## config.mk

```make
export PLATFORM = sky130hd
export DESIGN_NAME = pin_dirout_unit
export DESIGN_NICKNAME = d
export VERILOG_FILES = /design/src/rtl/pin_unit_pkg.sv /design/src/rtl/pin_in_sync.sv /design/src/rtl/pin_out_pipe.sv /design/src/rtl/pin_group_bank.sv /design/src/rtl/pin_dirout_unit.sv
export SDC_FILE = /design/constraint.sdc
export NUM_CORES = 1
export LEC_CHECK = 0
export CAP_MARGIN = 20
export CORE_MARGIN = 10
export CORE_UTILIZATION = 45
export DETAILED_ROUTE_END_ITERATION = 10
export GPL_TIMING_DRIVEN = 0
export PLACE_DENSITY = 0.66
export SLEW_MARGIN = 20
export SYNTH_ARGS = -nofsm -noshare
export SYNTH_HDL_FRONTEND = slang
export SYNTH_SLANG_ARGS = --single-unit
```

## constraint.sdc

```tcl
create_clock -name clk -period 5.1 [get_ports clk]
set_input_delay 1.53 -clock clk [delete_from_list [all_inputs] [get_ports clk]]
set_output_delay 1.53 -clock clk [all_outputs]
set_load 0.03 [all_outputs]
```

## src/rtl/pin_unit_pkg.sv

```systemverilog
package pin_unit_pkg;
  typedef enum logic [2:0] {
    SRC_HIGH = 3'd0,
    SRC_LOW  = 3'd1,
    SRC_C    = 3'd2,
    SRC_NC   = 3'd3,
    SRC_Z    = 3'd4,
    SRC_NZ   = 3'd5,
    SRC_INV  = 3'd6,
    SRC_KEEP = 3'd7
  } out_src_e;

  // New level for a pad given the source code, caller flags and current level.
  function automatic logic pick_level(out_src_e s, logic c, logic z, logic cur);
    case (s)
      SRC_HIGH: return 1'b1;
      SRC_LOW:  return 1'b0;
      SRC_C:    return c;
      SRC_NC:   return ~c;
      SRC_Z:    return z;
      SRC_NZ:   return ~z;
      SRC_INV:  return ~cur;
      default:  return cur;
    endcase
  endfunction
endpackage

```

## src/rtl/pin_in_sync.sv

```systemverilog
module pin_in_sync #(
  parameter int W      = 64,
  parameter int STAGES = 3
) (
  input  logic         clk,
  input  logic         rst_n,
  input  logic [W-1:0] d,
  output logic [W-1:0] q
);
  logic [W-1:0] stg [STAGES];

  always_ff @(posedge clk) begin
    if (!rst_n) stg[0] <= '0;
    else        stg[0] <= d;
  end

  for (genvar s = 1; s < STAGES; s++) begin : g_stage
    always_ff @(posedge clk) begin
      if (!rst_n) stg[s] <= '0;
      else        stg[s] <= stg[s-1];
    end
  end

  assign q = stg[STAGES-1];
endmodule

```

## src/rtl/pin_out_pipe.sv

```systemverilog
module pin_out_pipe #(
  parameter int W     = 64,
  parameter int DEPTH = 2
) (
  input  logic         clk,
  input  logic         rst_n,
  input  logic [W-1:0] d,
  output logic [W-1:0] q
);
  logic [W-1:0] stg [DEPTH];

  always_ff @(posedge clk) begin
    if (!rst_n) stg[0] <= '0;
    else        stg[0] <= d;
  end

  for (genvar s = 1; s < DEPTH; s++) begin : g_stage
    always_ff @(posedge clk) begin
      if (!rst_n) stg[s] <= '0;
      else        stg[s] <= stg[s-1];
    end
  end

  assign q = stg[DEPTH-1];
endmodule

```

## src/rtl/pin_group_bank.sv

```systemverilog
module pin_group_bank #(
  parameter int W = 32,
  localparam int IDX_W = $clog2(W)
) (
  input  logic             clk,
  input  logic             rst_n,
  input  logic             lvl_we,
  input  logic [IDX_W-1:0] lvl_idx,
  input  logic             lvl_val,
  input  logic             en_we,
  input  logic [IDX_W-1:0] en_idx,
  input  logic             en_val,
  output logic [W-1:0]     lvl_q,
  output logic [W-1:0]     en_q
);
  always_ff @(posedge clk) begin
    if (!rst_n) begin
      lvl_q <= '0;
      en_q  <= '0;
    end else begin
      if (lvl_we) lvl_q[lvl_idx] <= lvl_val;
      if (en_we)  en_q[en_idx]   <= en_val;
    end
  end

  assert_level_write_R4: assert property (@(posedge clk) disable iff (!rst_n)
    lvl_we |=> lvl_q[$past(lvl_idx)] == $past(lvl_val));
  assert_enable_write_R3: assert property (@(posedge clk) disable iff (!rst_n)
    en_we |=> en_q[$past(en_idx)] == $past(en_val));
  assert_idle_level_R11: assert property (@(posedge clk) disable iff (!rst_n)
    !lvl_we |=> $stable(lvl_q));
  assert_idle_enable_R11: assert property (@(posedge clk) disable iff (!rst_n)
    !en_we |=> $stable(en_q));
endmodule

```

## src/rtl/pin_dirout_unit.sv

```systemverilog
module pin_dirout_unit
  import pin_unit_pkg::*;
#(
  parameter int GROUP_W    = 32,
  parameter int OUT_DEPTH  = 2,
  parameter int SYNC_DEPTH = 3,
  localparam int IDX_W  = $clog2(GROUP_W),
  localparam int PIN_W  = IDX_W + 1,
  localparam int BANK_W = 2 * GROUP_W
) (
  input  logic              clk,
  input  logic              rst_n,
  input  logic              cmd_valid,
  input  logic              cmd_float,
  input  logic [2:0]        cmd_src,
  input  logic [PIN_W-1:0]  cmd_pin,
  input  logic              flag_c,
  input  logic              flag_z,
  input  logic [BANK_W-1:0] pin_in,
  output logic [BANK_W-1:0] pin_out,
  output logic [BANK_W-1:0] pin_oe,
  output logic              res_valid,
  output logic              res_c,
  output logic              res_z,
  output logic              res_dir
);
  // Named internal events for assertions.
  logic [BANK_W-1:0] lvl_all, en_all, in_q;
  logic              cur_lvl, new_lvl, lvl_touch, in_sel, en_sel;
  out_src_e          src;

  // Enable write-back stage (retires one cycle after acceptance).
  logic             wb_valid, wb_set;
  logic [PIN_W-1:0] wb_pin;

  assign src       = out_src_e'(cmd_src);
  assign cur_lvl   = lvl_all[cmd_pin];
  assign new_lvl   = pick_level(src, flag_c, flag_z, cur_lvl);
  assign lvl_touch = cmd_valid && (src != SRC_KEEP);
  assign in_sel    = in_q[cmd_pin];
  assign en_sel    = en_all[cmd_pin];

  for (genvar g = 0; g < 2; g++) begin : g_bank
    logic [GROUP_W-1:0] lvl_g, en_g;
    pin_group_bank #(.W(GROUP_W)) u_bank (
      .clk     (clk),
      .rst_n   (rst_n),
      .lvl_we  (lvl_touch && (cmd_pin[IDX_W] == 1'(g))),
      .lvl_idx (cmd_pin[IDX_W-1:0]),
      .lvl_val (new_lvl),
      .en_we   (wb_valid && (wb_pin[IDX_W] == 1'(g))),
      .en_idx  (wb_pin[IDX_W-1:0]),
      .en_val  (wb_set),
      .lvl_q   (lvl_g),
      .en_q    (en_g)
    );
    assign lvl_all[g*GROUP_W +: GROUP_W] = lvl_g;
    assign en_all[g*GROUP_W +: GROUP_W]  = en_g;
  end

  always_ff @(posedge clk) begin
    if (!rst_n) begin
      wb_valid  <= 1'b0;
      wb_set    <= 1'b0;
      wb_pin    <= '0;
      res_valid <= 1'b0;
      res_c     <= 1'b0;
      res_z     <= 1'b1;
      res_dir   <= 1'b0;
    end else begin
      wb_valid  <= cmd_valid;
      res_valid <= cmd_valid;
      if (cmd_valid) begin
        wb_set  <= ~cmd_float;
        wb_pin  <= cmd_pin;
        res_c   <= in_sel;
        res_z   <= ~in_sel;
        res_dir <= en_sel;
      end
    end
  end

  pin_in_sync #(.W(BANK_W), .STAGES(SYNC_DEPTH)) u_in (
    .clk(clk), .rst_n(rst_n), .d(pin_in), .q(in_q));
  pin_out_pipe #(.W(BANK_W), .DEPTH(OUT_DEPTH)) u_lvl_pipe (
    .clk(clk), .rst_n(rst_n), .d(lvl_all), .q(pin_out));
  pin_out_pipe #(.W(BANK_W), .DEPTH(OUT_DEPTH)) u_en_pipe (
    .clk(clk), .rst_n(rst_n), .d(en_all), .q(pin_oe));

  assert_result_strobe_R5: assert property (@(posedge clk) disable iff (!rst_n)
    res_valid |-> $past(cmd_valid));
  assert_flag_pair_R5: assert property (@(posedge clk) disable iff (!rst_n)
    res_valid |-> (res_c != res_z));
  assert_sample_before_change_R6: assert property (@(posedge clk) disable iff (!rst_n)
    cmd_valid |=> res_c == $past(in_sel));
  assert_stale_enable_R8: assert property (@(posedge clk) disable iff (!rst_n)
    cmd_valid |=> res_dir == $past(en_sel));
  assert_pad_latency_R10: assert property (@(posedge clk) disable iff (!rst_n)
    pin_out == $past(lvl_all, 2));
endmodule

```

After elaboration in Yosys (flattened, before gate mapping). Memories as Yosys holds them, arrays and structs flattened. Index checks and enable logic that the tools add are counted. Widths: inputs -> output; s select.

Input bits: 79. Register bits after elaboration: 139. Logic and storage cells: 71. Memories kept: 3. RAM bits: 448. Output and inout bits: 132.

Memory list: u_in.stg (depth 3, bits a word 64, read ports 3, clocked after Yosys merged registers in 0, wr ports 3, line pin_in_sync.sv:10) `logic [W-1:0] stg [STAGES];`; u_en_pipe.stg (depth 2, bits a word 64, read ports 2, clocked after Yosys merged registers in 0, wr ports 2, line pin_out_pipe.sv:10) `logic [W-1:0] stg [DEPTH];`; u_lvl_pipe.stg (depth 2, bits a word 64, read ports 2, clocked after Yosys merged registers in 0, wr ports 2, line pin_out_pipe.sv:10).

Bitwise operators: 14. Eq/ne operators: 7. Order comparisons: 5. Reduce and logical (&&, ||, !) cells: 8. Mux-type cells: 24.

Operators by type and width (number): $mux 64 (7); $bwmux 32 (4); $bmux 1 s6 (3); $lt 5x6->1 const B (2); $demux 1 s5 (2); $ge 5x1->1 const B (2); $eq 3x3->1 const B (3); $logic_and 1x1->1 (7); $lt 6x7->1 const B (1); $mux 1 (7); $not 1->1 (7); $or 1x1->1 (7); $pmux 1 s7 (1); $eq 3x2->1 const B (2); $eq 3x1->1 const B (1); $logic_not 3->1 (1); $ne 3x3->1 const B (1).

Logic depth before layout (Yosys ltp). Gate-level depths: netlist of run 1.

Depth in word-level cells: 5. Mapped depth: 9. Depth with buffers taken out: 5.

Cells and area by module. A second synthesis of run 1 with hierarchy kept.

Cells, all modules: 1700. Area, all modules: 20058.0 µm².

Modules (own cells, without submodules): pin_out_pipe (area an instance 3550.9 µm², cells each 270, instances 2, sequential area each 2562.5 µm²); pin_group_bank (area an instance 2792.7 µm², cells each 281, instances 2, sequential area each 1281.2 µm²); pin_in_sync (area an instance 5275.1 µm², cells each 405, instances 1, sequential area each 3843.7 µm²); pin_dirout_unit (area an instance 2095.8 µm², cells each 193, instances 1, sequential area each 220.2 µm²).

Worst setup path before layout of run 1. OpenSTA, ideal clock, no wires.

Kind: input -> register. Start point: input cmd_pin[4]. End point: register g_bank[1].u_bank.lvl_q[21]. Path buffers: 3. Arrival time: 3.173 ns. Stages on the path: 8. Slack: 1.805 ns. Library setup time: 0.122 ns. Data required time: 4.978 ns. Cell sequence: buf_2 or3b_2 clkbuf_1 o22ai_1 a211oi_2 a31oi_4 buf_2 a21oi_1.

Cells in the longest elaborated chain, start to end: 5. Elaborated cells on any way between the ends: 10. Classes of those cells: 2 x order compare; 6 x mux; 1 x bitwise; 1 x reduce/logical.

Ends and longest elaborated chain: from (decl) (line pin_dirout_unit.sv:16) `input logic [PIN_W-1:0] cmd_pin,`; $bmux 1 s6, or another cell as far along (line pin_dirout_unit.sv:37) `assign cur_lvl = lvl_all[cmd_pin];`; $mux 1 (implied by the code) or $logic_and 1x1->1 (tied branches) (line pin_dirout_unit.sv:37, pin_group_bank.sv:21); $not 1->1 or $mux 1 (tied branches) (line pin_unit_pkg.sv:22, pin_group_bank.sv:21); $pmux 1 s7 or $demux 1 s5 (tied branches); $bwmux 32 * (line pin_group_bank.sv:21) `if (lvl_we) lvl_q[lvl_idx] <= lvl_val;`; to (signal, indexed assignment) (line pin_group_bank.sv:21); to (decl) (line pin_group_bank.sv:13) `output logic [W-1:0] lvl_q,`.

Every way passes the cells marked *; elsewhere a longest branch is shown, timed or not. The select of a mux whose other input is x is not followed. A chain may end at the register's enable or synchronous reset.

Worst setup path after layout of run 1.
Start point: input cmd_pin[1]. End point: register res_dir.

Cells in the longest elaborated chain, start to end: 2.

Ends and longest elaborated chain: $bmux 1 s6 (line pin_dirout_unit.sv:41) `assign en_sel = en_all[cmd_pin];`; $mux 1 (implied by the code) (line pin_dirout_unit.sv:41); to (signal assigned) (line pin_dirout_unit.sv:78) `res_dir <= en_sel;`; to (decl) (line pin_dirout_unit.sv:25) `output logic res_dir`.

No other way between the ends. The select of a mux whose other input is x is not followed.

==> run metrics, run 1 <==
multi-input logic area=6790 um2; DRT Wirelength=48300 um; Clk Latency, worst-skew pair=0.60 ns; number of nets in the layout=around 2100; worst hold path depth=1; Worst EP arrival=approximately 4.5 ns; Post-CTS Hold Buffers=0; time the final worst path needs with I/O delays and setup=a little over 4 ns; layout overhead on the synthesized area=25.0%; library cell appearing most often on the critical path=sky130_fd_sc_hd__buf_2; sum of negative setup slack=0 ns; crit path launch=cmd_pin[1]; slowest library cell on the worst path=sky130_fd_sc_hd__clkdlybuf4s50_1; Clock Sinks=a little under 600; cell area after placement=around 22000 um2; max-cap check violation count=0; Max-slew headroom=28.0%; cells resized by post-CTS repair=0; Critical Path Sink Type=flip-flop; final hold slack=around 0.43 ns; fraction of synthesis flops using an asynchronous set or reset pin=0%; Port Buf Inserts=between 200 and 250; number of flip-flops and latches in the synthesized netlist=587; Bufs on Longest Clock Path=3; number of warnings reported in the yosys synthesis log=0; fillers=roughly 3600; final clock period utilization by the worst path=approximately four fifths; unrepaired setup endpoints after global routing=false; final std cell area, no fill=about 24000 um2; Static Leakage=between 9 and 10 nW; Non-Filler Instances=2604; number of pins with negative max-slew slack in the final report=0; leading cell types by total area after synthesis=sky130_fd_sc_hd__dfxtp_1 (62%), sky130_fd_sc_hd__and2_1 (15%), sky130_fd_sc_hd__mux4_2 (3.4%); clock skew=0.0153 ns; number of distinct library cells after synthesis=between 50 and 60; dpl cells=between 2000 and 2500; number of global-route vias before repair=13100; area of the core region=41900 um2; number of nets with antenna violations after detailed routing=0; syn_nets=1829; Ports=between 200 and 250; reg2reg end=g_bank[1].u_bank.en_q[26]$_SDFFE_PN0P_; leftover overflow at the end of global routing=0; Post-CTS Setup Inserts=0; critical-path maximum fanout=10; # H-tree levels=2; commonest cells after routing, fill and taps aside=sky130_fd_sc_hd__dfxtp_1 (587), sky130_fd_sc_hd__and2_1 (450), sky130_fd_sc_hd__clkdlybuf4s50_1 (208); Std-Cell Rows=75; capture point of the critical path=res_dir$_SDFFE_PN0P_; total vias in the final route=13100; power density over the cells=397 nW/um2; sequential fraction of the synthesis area=61.7%; commonest non-fill, non-tap cell in the layout=sky130_fd_sc_hd__dfxtp_1; detailed-route wire length per cell=between 15 and 20 um; first-pass iteration count of the detailed router=6; required time at the worst-slack endpoint=between 5 and 6 ns; Slew @ Worst Pin=between 1 and 1.5 ns; number of antenna violations at the first check in global routing=2; maximum number of pins on one net before global-route repair=16; launch instance of the worst register-to-register path=wb_pin[1]$_SDFFE_PN0P_; CTS Buf Count=57; Yosys top cell by area=sky130_fd_sc_hd__dfxtp_1; Worst Reg-to-Reg Cells=5; share of layout cells above drive strength 1=approximately 8.7%; worst vdd ir=about 230 uV; total track usage=a little under a fifth; reg2reg setup slack=roughly 2.8 ns; Hold Violations, Final=0; top cell type's share of synthesized area=between 60 and 70%; highest clock rate=roughly 250 MHz; highest cell delay on the worst timing path=0.53 ns; die area=a little over 50000 um2; effective utilization at floorplan=between 40% and 50%; critical path startpoint category=primary input; count of endpoints failing setup in the final report=0; TritonCTS clock tree=done; most used flip-flop cell after synthesis=sky130_fd_sc_hd__dfxtp_1; average via count per standard cell=5.02; first-pass GRT wire length=around 74000 um; result of the run=finished, final reports clean; sum of net half-perimeters after detailed placement=34800 um; cell count after synthesis=about 1800; Die X=between 200 and 250 um; chain of cells forming the critical path=clkdlybuf4s50_1, buf_2, buf_2, buf_2, mux4_2, a22oi_1, nand4_1, a311oi_1, o31ai_1; Mapped Area=between 15000 and 20000 um2; Final Wtd Congestion=around 0.92; buffer type at the clock tree root=sky130_fd_sc_hd__clkbuf_16; average cell area after synthesis=between 10 and 15 um2; count of unresolved DRC violations after routing=0; number of enable-type register cells in the synthesized netlist=0; kind of critical path=in2reg; number of DRC violations after detailed-routing iteration 0=909; clock-pin slew on the worst setup and hold paths=~0.06 ns; combined flip-flop and latch cell area=11800 um2; worst hold-check path type=reg2reg; Die Ht=~230 um
-- logic make-up (layout without fill, tap and decap cells) --
logic type	after synthesis	count (layout)	share of synthesized area [%]
simple gates	690	690	20.6
compound gates	277	277	8.68
buf+inv	123	436	2.70
flops	587	587	61.7
other cells	0	2	0
mux	72	72	6.24
xor+xnor	1	1	0.0460
-- state kept, by name (all words and copies together), names as in the netlist --
signal / cells
wb_valid: 1
u_in.stg: 192
u_en_pipe.stg: 128
g_bank.u_bank.lvl_q: 64
u_lvl_pipe.stg: 128
res_z: 1
res_dir: 1
wb_pin: 6
res_c: 1
wb_set: 1
g_bank.u_bank.en_q: 64
-- power breakdown --
part           internal (mW)  switching [mW]  leakage (nW)
registers               4.66          0.0224          4.76
clock network           2.60            1.74         0.961
logic                  0.172           0.257          3.52
-- cell usage after synthesis, types with 6 or more instances --
cell type / number
sky130_fd_sc_hd__nand2b_1: 7
sky130_fd_sc_hd__nor2b_1: 13
sky130_fd_sc_hd__a31oi_1: 48
sky130_fd_sc_hd__nand2_1: 24
sky130_fd_sc_hd__nor3_1: 8
sky130_fd_sc_hd__nor2_1: 138
sky130_fd_sc_hd__buf_4: 8
sky130_fd_sc_hd__buf_2: 12
sky130_fd_sc_hd__mux4_1: 6
sky130_fd_sc_hd__clkbuf_1: 88
sky130_fd_sc_hd__nand3_1: 17
sky130_fd_sc_hd__nand4_1: 7
sky130_fd_sc_hd__o221a_2: 16
sky130_fd_sc_hd__o21ai_0: 116
sky130_fd_sc_hd__dfxtp_1: 587
sky130_fd_sc_hd__inv_1: 8
sky130_fd_sc_hd__mux2i_1: 32
sky130_fd_sc_hd__a21oi_1: 67
sky130_fd_sc_hd__a22oi_1: 6
sky130_fd_sc_hd__and2_1: 450
sky130_fd_sc_hd__o22ai_1: 6
sky130_fd_sc_hd__mux4_2: 29
-- critical path: cells and delay by family --
kind | cells | cell delay [ns]
buffers and inverters | 4 | 1.75
AOI/OAI and AO/OA | 3 | 0.69
muxes | 1 | 0.40
and+or+nand+nor | 1 | 0.13
-- per-stage QoR --
step / power [mW] / util (%) / worst slack [ns]
floorplan: 5.02 / - / 1.81
global route: 9.77 / 56.9 / 0.947
detailed placement: 5.21 / 52.1 / 0.456
CTS: 9.54 / 56.8 / 1.08
global placement: 5.20 / 52.1 / 0.458
finish: 9.45 / 56.9 / 1.06
-- per-layer routing --
layer,track usage [%],part of all wire [%],vias to the layer above
li1,-,-,6387
met1,23.3,42,6108
met2,31.2,47,473
met3,4.11,7.3,94
met4,7.54,3.1,0
met5,0.402,0,-
-- worst min-delay path by stage --
stage | from | endpoint
global route | u_lvl_pipe.stg[0][58]$_SDFF_PN0_ | u_lvl_pipe.stg[1][58]$_SDFF_PN0_
CTS | u_in.stg[0][63]$_SDFF_PN0_ | u_in.stg[1][63]$_SDFF_PN0_
finish | u_lvl_pipe.stg[0][58]$_SDFF_PN0_ | u_lvl_pipe.stg[1][58]$_SDFF_PN0_
global placement | u_in.stg[1][63]$_SDFF_PN0_ | u_in.stg[2][63]$_SDFF_PN0_
floorplan | u_en_pipe.stg[0][0]$_SDFF_PN0_ | u_en_pipe.stg[1][0]$_SDFF_PN0_
detailed placement | u_in.stg[0][40]$_SDFF_PN0_ | u_in.stg[1][40]$_SDFF_PN0_
-- final cells by class --
cell class	instances	area share, %
flip-flops and latches	587	49.4
multi-input cells	1040	28.5
repair buffers	209	8.80
clock buffers	79	6.90
well taps	539	2.83
plain buffers	114	2.02
clock inverters	25	1.38
inverters	9	0.142
diodes	2	0.0210
Note: power is estimated with default switching activity, not from simulation.
==> run 2, diff against run 1 <==
Clock period 5.1 ns to 3.9 ns, I/O delays scaled along.
==> results of run 2 <==
Same layout as run 1 (identical final DEF). Status: finished, final reports clean.
Main changes from that run: setup slack after placement 0.456 ns -> -0.384 ns; setup slack after layout 1.06 ns -> 0.224 ns; register-to-register setup slack 2.75 ns -> 1.55 ns; total power 9.45 mW -> 12.4 mW; worst IR drop on VDD 226 uV -> 296 uV
==> run 3, diff against run 2 <==
Settings changed: CORE_MARGIN 10 to 1.
==> run metrics, run 3 (synthesis gave the netlist of run 1 again) <==
result of the run=finished, final reports clean (unchanged); Std-Cell Rows=74 (was 75); first-pass iteration count of the detailed router=6 (unchanged); count of endpoints failing setup in the final report=0 (unchanged); effective utilization at floorplan=46.1% (was 45.5%); buffer type at the clock tree root=sky130_fd_sc_hd__clkbuf_16 (unchanged); clock-pin slew on the worst setup and hold paths=0.06 ns (about the same); Static Leakage=9.22 nW (was 9.24 nW); Max-slew headroom=22.3% (was 28.0%); number of DRC violations after detailed-routing iteration 0=865 (was 909); combined flip-flop and latch cell area=11800 um2 (unchanged); maximum number of pins on one net before global-route repair=15 (was 16); Bufs on Longest Clock Path=3 (unchanged); leftover overflow at the end of global routing=0 (unchanged); Clock Sinks=587 (unchanged); final clock period utilization by the worst path=94.5% (was 94.3%); TritonCTS clock tree=done (unchanged); Post-CTS Setup Inserts=0 (unchanged); critical path startpoint category=primary input (unchanged); Ports=211 (unchanged); Hold Violations, Final=0 (unchanged); average via count per standard cell=5.04 (was 5.02); share of layout cells above drive strength 1=8.73% (about the same); Place WS=-0.364 ns (was -0.384 ns); worst hold-check path type=reg2reg (unchanged); Worst Slack Setup Final=0.216 ns (was 0.224 ns); Final Wtd Congestion=0.903 (was 0.918); multi-input logic area=6780 um2 (was 6790 um2); register with the most flip-flops=u_in.stg (unchanged); Post-CTS Hold Buffers=0 (unchanged); registers with the highest flip-flop counts=u_in.stg (192), u_en_pipe.stg (128), u_lvl_pipe.stg (128) (unchanged); max-cap check violation count=0 (unchanged); CTS Buf Count=56 (was 57); Port Buf Inserts=208 (unchanged); Die Ht=208 um (was 226 um); sum of negative setup slack=0 ns (unchanged); kind of critical path=in2reg (unchanged); crit path launch=cmd_pin[1] (unchanged); area of the core region=41300 um2 (was 41900 um2); number of pins with negative max-slew slack in the final report=0 (unchanged); required time at the worst-slack endpoint=4.38 ns (was 4.37 ns); final std cell area, no fill=23700 um2 (was 23800 um2); DRT Wirelength=46400 um (was 48300 um); Die X=208 um (was 226 um); critical-path maximum fanout=10 (unchanged); first-pass GRT wire length=71700 um (was 74300 um); Worst Reg-to-Reg Cells=5 (unchanged); # H-tree levels=2 (unchanged); Slew @ Worst Pin=1.16 ns (was 1.08 ns); clock skew=0.0209 ns (was 0.0153 ns); final hold slack=0.428 ns (about the same); die area=43100 um2 (was 50900 um2); cells resized by post-CTS repair=0 (unchanged); Critical Path Sink Type=flip-flop (unchanged); total track usage=21.4% (was 18.8%); Design Power=12.3 mW (was 12.4 mW); highest clock rate=271 MHz (was 272 MHz); number of inserted diodes=0 (was 2); power density over the cells=516 nW/um2 (was 520 nW/um2); layout overhead on the synthesized area=24.7% (was 25.0%); commonest cells after routing, fill and taps aside=sky130_fd_sc_hd__dfxtp_1 (587), sky130_fd_sc_hd__and2_1 (450), sky130_fd_sc_hd__clkdlybuf4s50_1 (208) (unchanged); worst vdd ir=332 uV (was 296 uV); launch instance of the worst register-to-register path=wb_pin[1]$_SDFFE_PN0P_ (unchanged); fillers=3516 (was 3598); time the final worst path needs with I/O delays and setup=3.68 ns (about the same); reg2reg setup slack=1.79 ns (was 1.55 ns); number of global-route vias before repair=12900 (was 13100); count of unresolved DRC violations after routing=0 (unchanged); Clk Latency, worst-skew pair=0.60 ns (about the same); flip-flop count of the largest register, all copies and words added=192 (unchanged); detailed-route wire length per cell=17.9 um (was 18.5 um); total vias in the final route=13100 (about the same); reg2reg end=g_bank[0].u_bank.en_q[0]$_SDFFE_PN0P_ (was g_bank[1].u_bank.en_q[26]$_SDFFE_PN0P_); sum of net half-perimeters after detailed placement=32800 um (was 34800 um); number of nets with antenna violations after detailed routing=0 (unchanged); number of antenna violations at the first check in global routing=0 (was 2); worst hold path depth=1 (unchanged); cell area after placement=21800 um2 (about the same); number of nets in the layout=2095 (was 2097); commonest non-fill, non-tap cell in the layout=sky130_fd_sc_hd__dfxtp_1 (unchanged); unrepaired setup endpoints after global routing=false (unchanged); Worst EP arrival=4.17 ns (was 4.15 ns); capture point of the critical path=res_dir$_SDFFE_PN0P_ (unchanged)
## run 3: worst max-delay path, cell delays in order
cell and delay [ns]:
sky130_fd_sc_hd__clkdlybuf4s50_1 0.54, sky130_fd_sc_hd__buf_2 0.35, sky130_fd_sc_hd__buf_2 0.45, sky130_fd_sc_hd__buf_2 0.42, sky130_fd_sc_hd__mux4_2 0.41, sky130_fd_sc_hd__a22oi_1 0.25
sky130_fd_sc_hd__nand4_1 0.13, sky130_fd_sc_hd__a311oi_1 0.32, sky130_fd_sc_hd__o31ai_1 0.12
## run 3: how the worst min path moves through the flow
stage | from | endpoint | slack (ns)
2_1_floorplan | u_en_pipe.stg[0][0]$_SDFF_PN0_ | u_en_pipe.stg[1][0]$_SDFF_PN0_ | 0.41
3_3_place_gp | u_in.stg[0][63]$_SDFF_PN0_ | u_in.stg[1][63]$_SDFF_PN0_ | 0.41
3_5_place_dp | u_en_pipe.stg[0][1]$_SDFF_PN0_ | u_en_pipe.stg[1][1]$_SDFF_PN0_ | 0.42
4_1_cts | u_en_pipe.stg[0][1]$_SDFF_PN0_ | u_en_pipe.stg[1][1]$_SDFF_PN0_ | 0.43
5_1_grt | u_in.stg[1][24]$_SDFF_PN0_ | u_in.stg[2][24]$_SDFF_PN0_ | 0.44
6_report | u_in.stg[1][27]$_SDFF_PN0_ | u_in.stg[2][27]$_SDFF_PN0_ | 0.43
## run 3: area by class of cell
cell class	instances	area share [%]
buffer	114	2.03
timing repair buffer	208	8.77
multi-input combinational	1040	28.5
sequential	587	49.5
inverter	9	0.142
clock inverter	23	1.14
clock buffer	81	7.06
tap	532	2.80
## run 3: report_power, final
part / internal [mW] / total, mW / switching (mW)
logic: 0.224 / 0.559 / 0.336
clock network: 3.32 / 5.57 / 2.25
registers: 6.09 / 6.12 / 0.0297
total: 9.64 / 12.3 / 2.62
## run 3: metal layers
layer / part of all wire, % / track usage (%) / wire (um) / vias to the layer above
li1: - / - / - / 6379
met3: 6.2 / 4.02 / 2870 / 100
met2: 47 / 35.4 / 21600 / 446
met4: 3.5 / 9.48 / 1630 / 0
met1: 44 / 27.4 / 20300 / 6145
met5: 0 / 0 / 0 / -
## run 3: per-stage QoR
stage,util (%),cells
finish,57.5,2594
global route,57.5,2594
CTS,57.5,2594
global placement,52.7,2490
detailed placement,52.7,2490
floorplan,-,1750
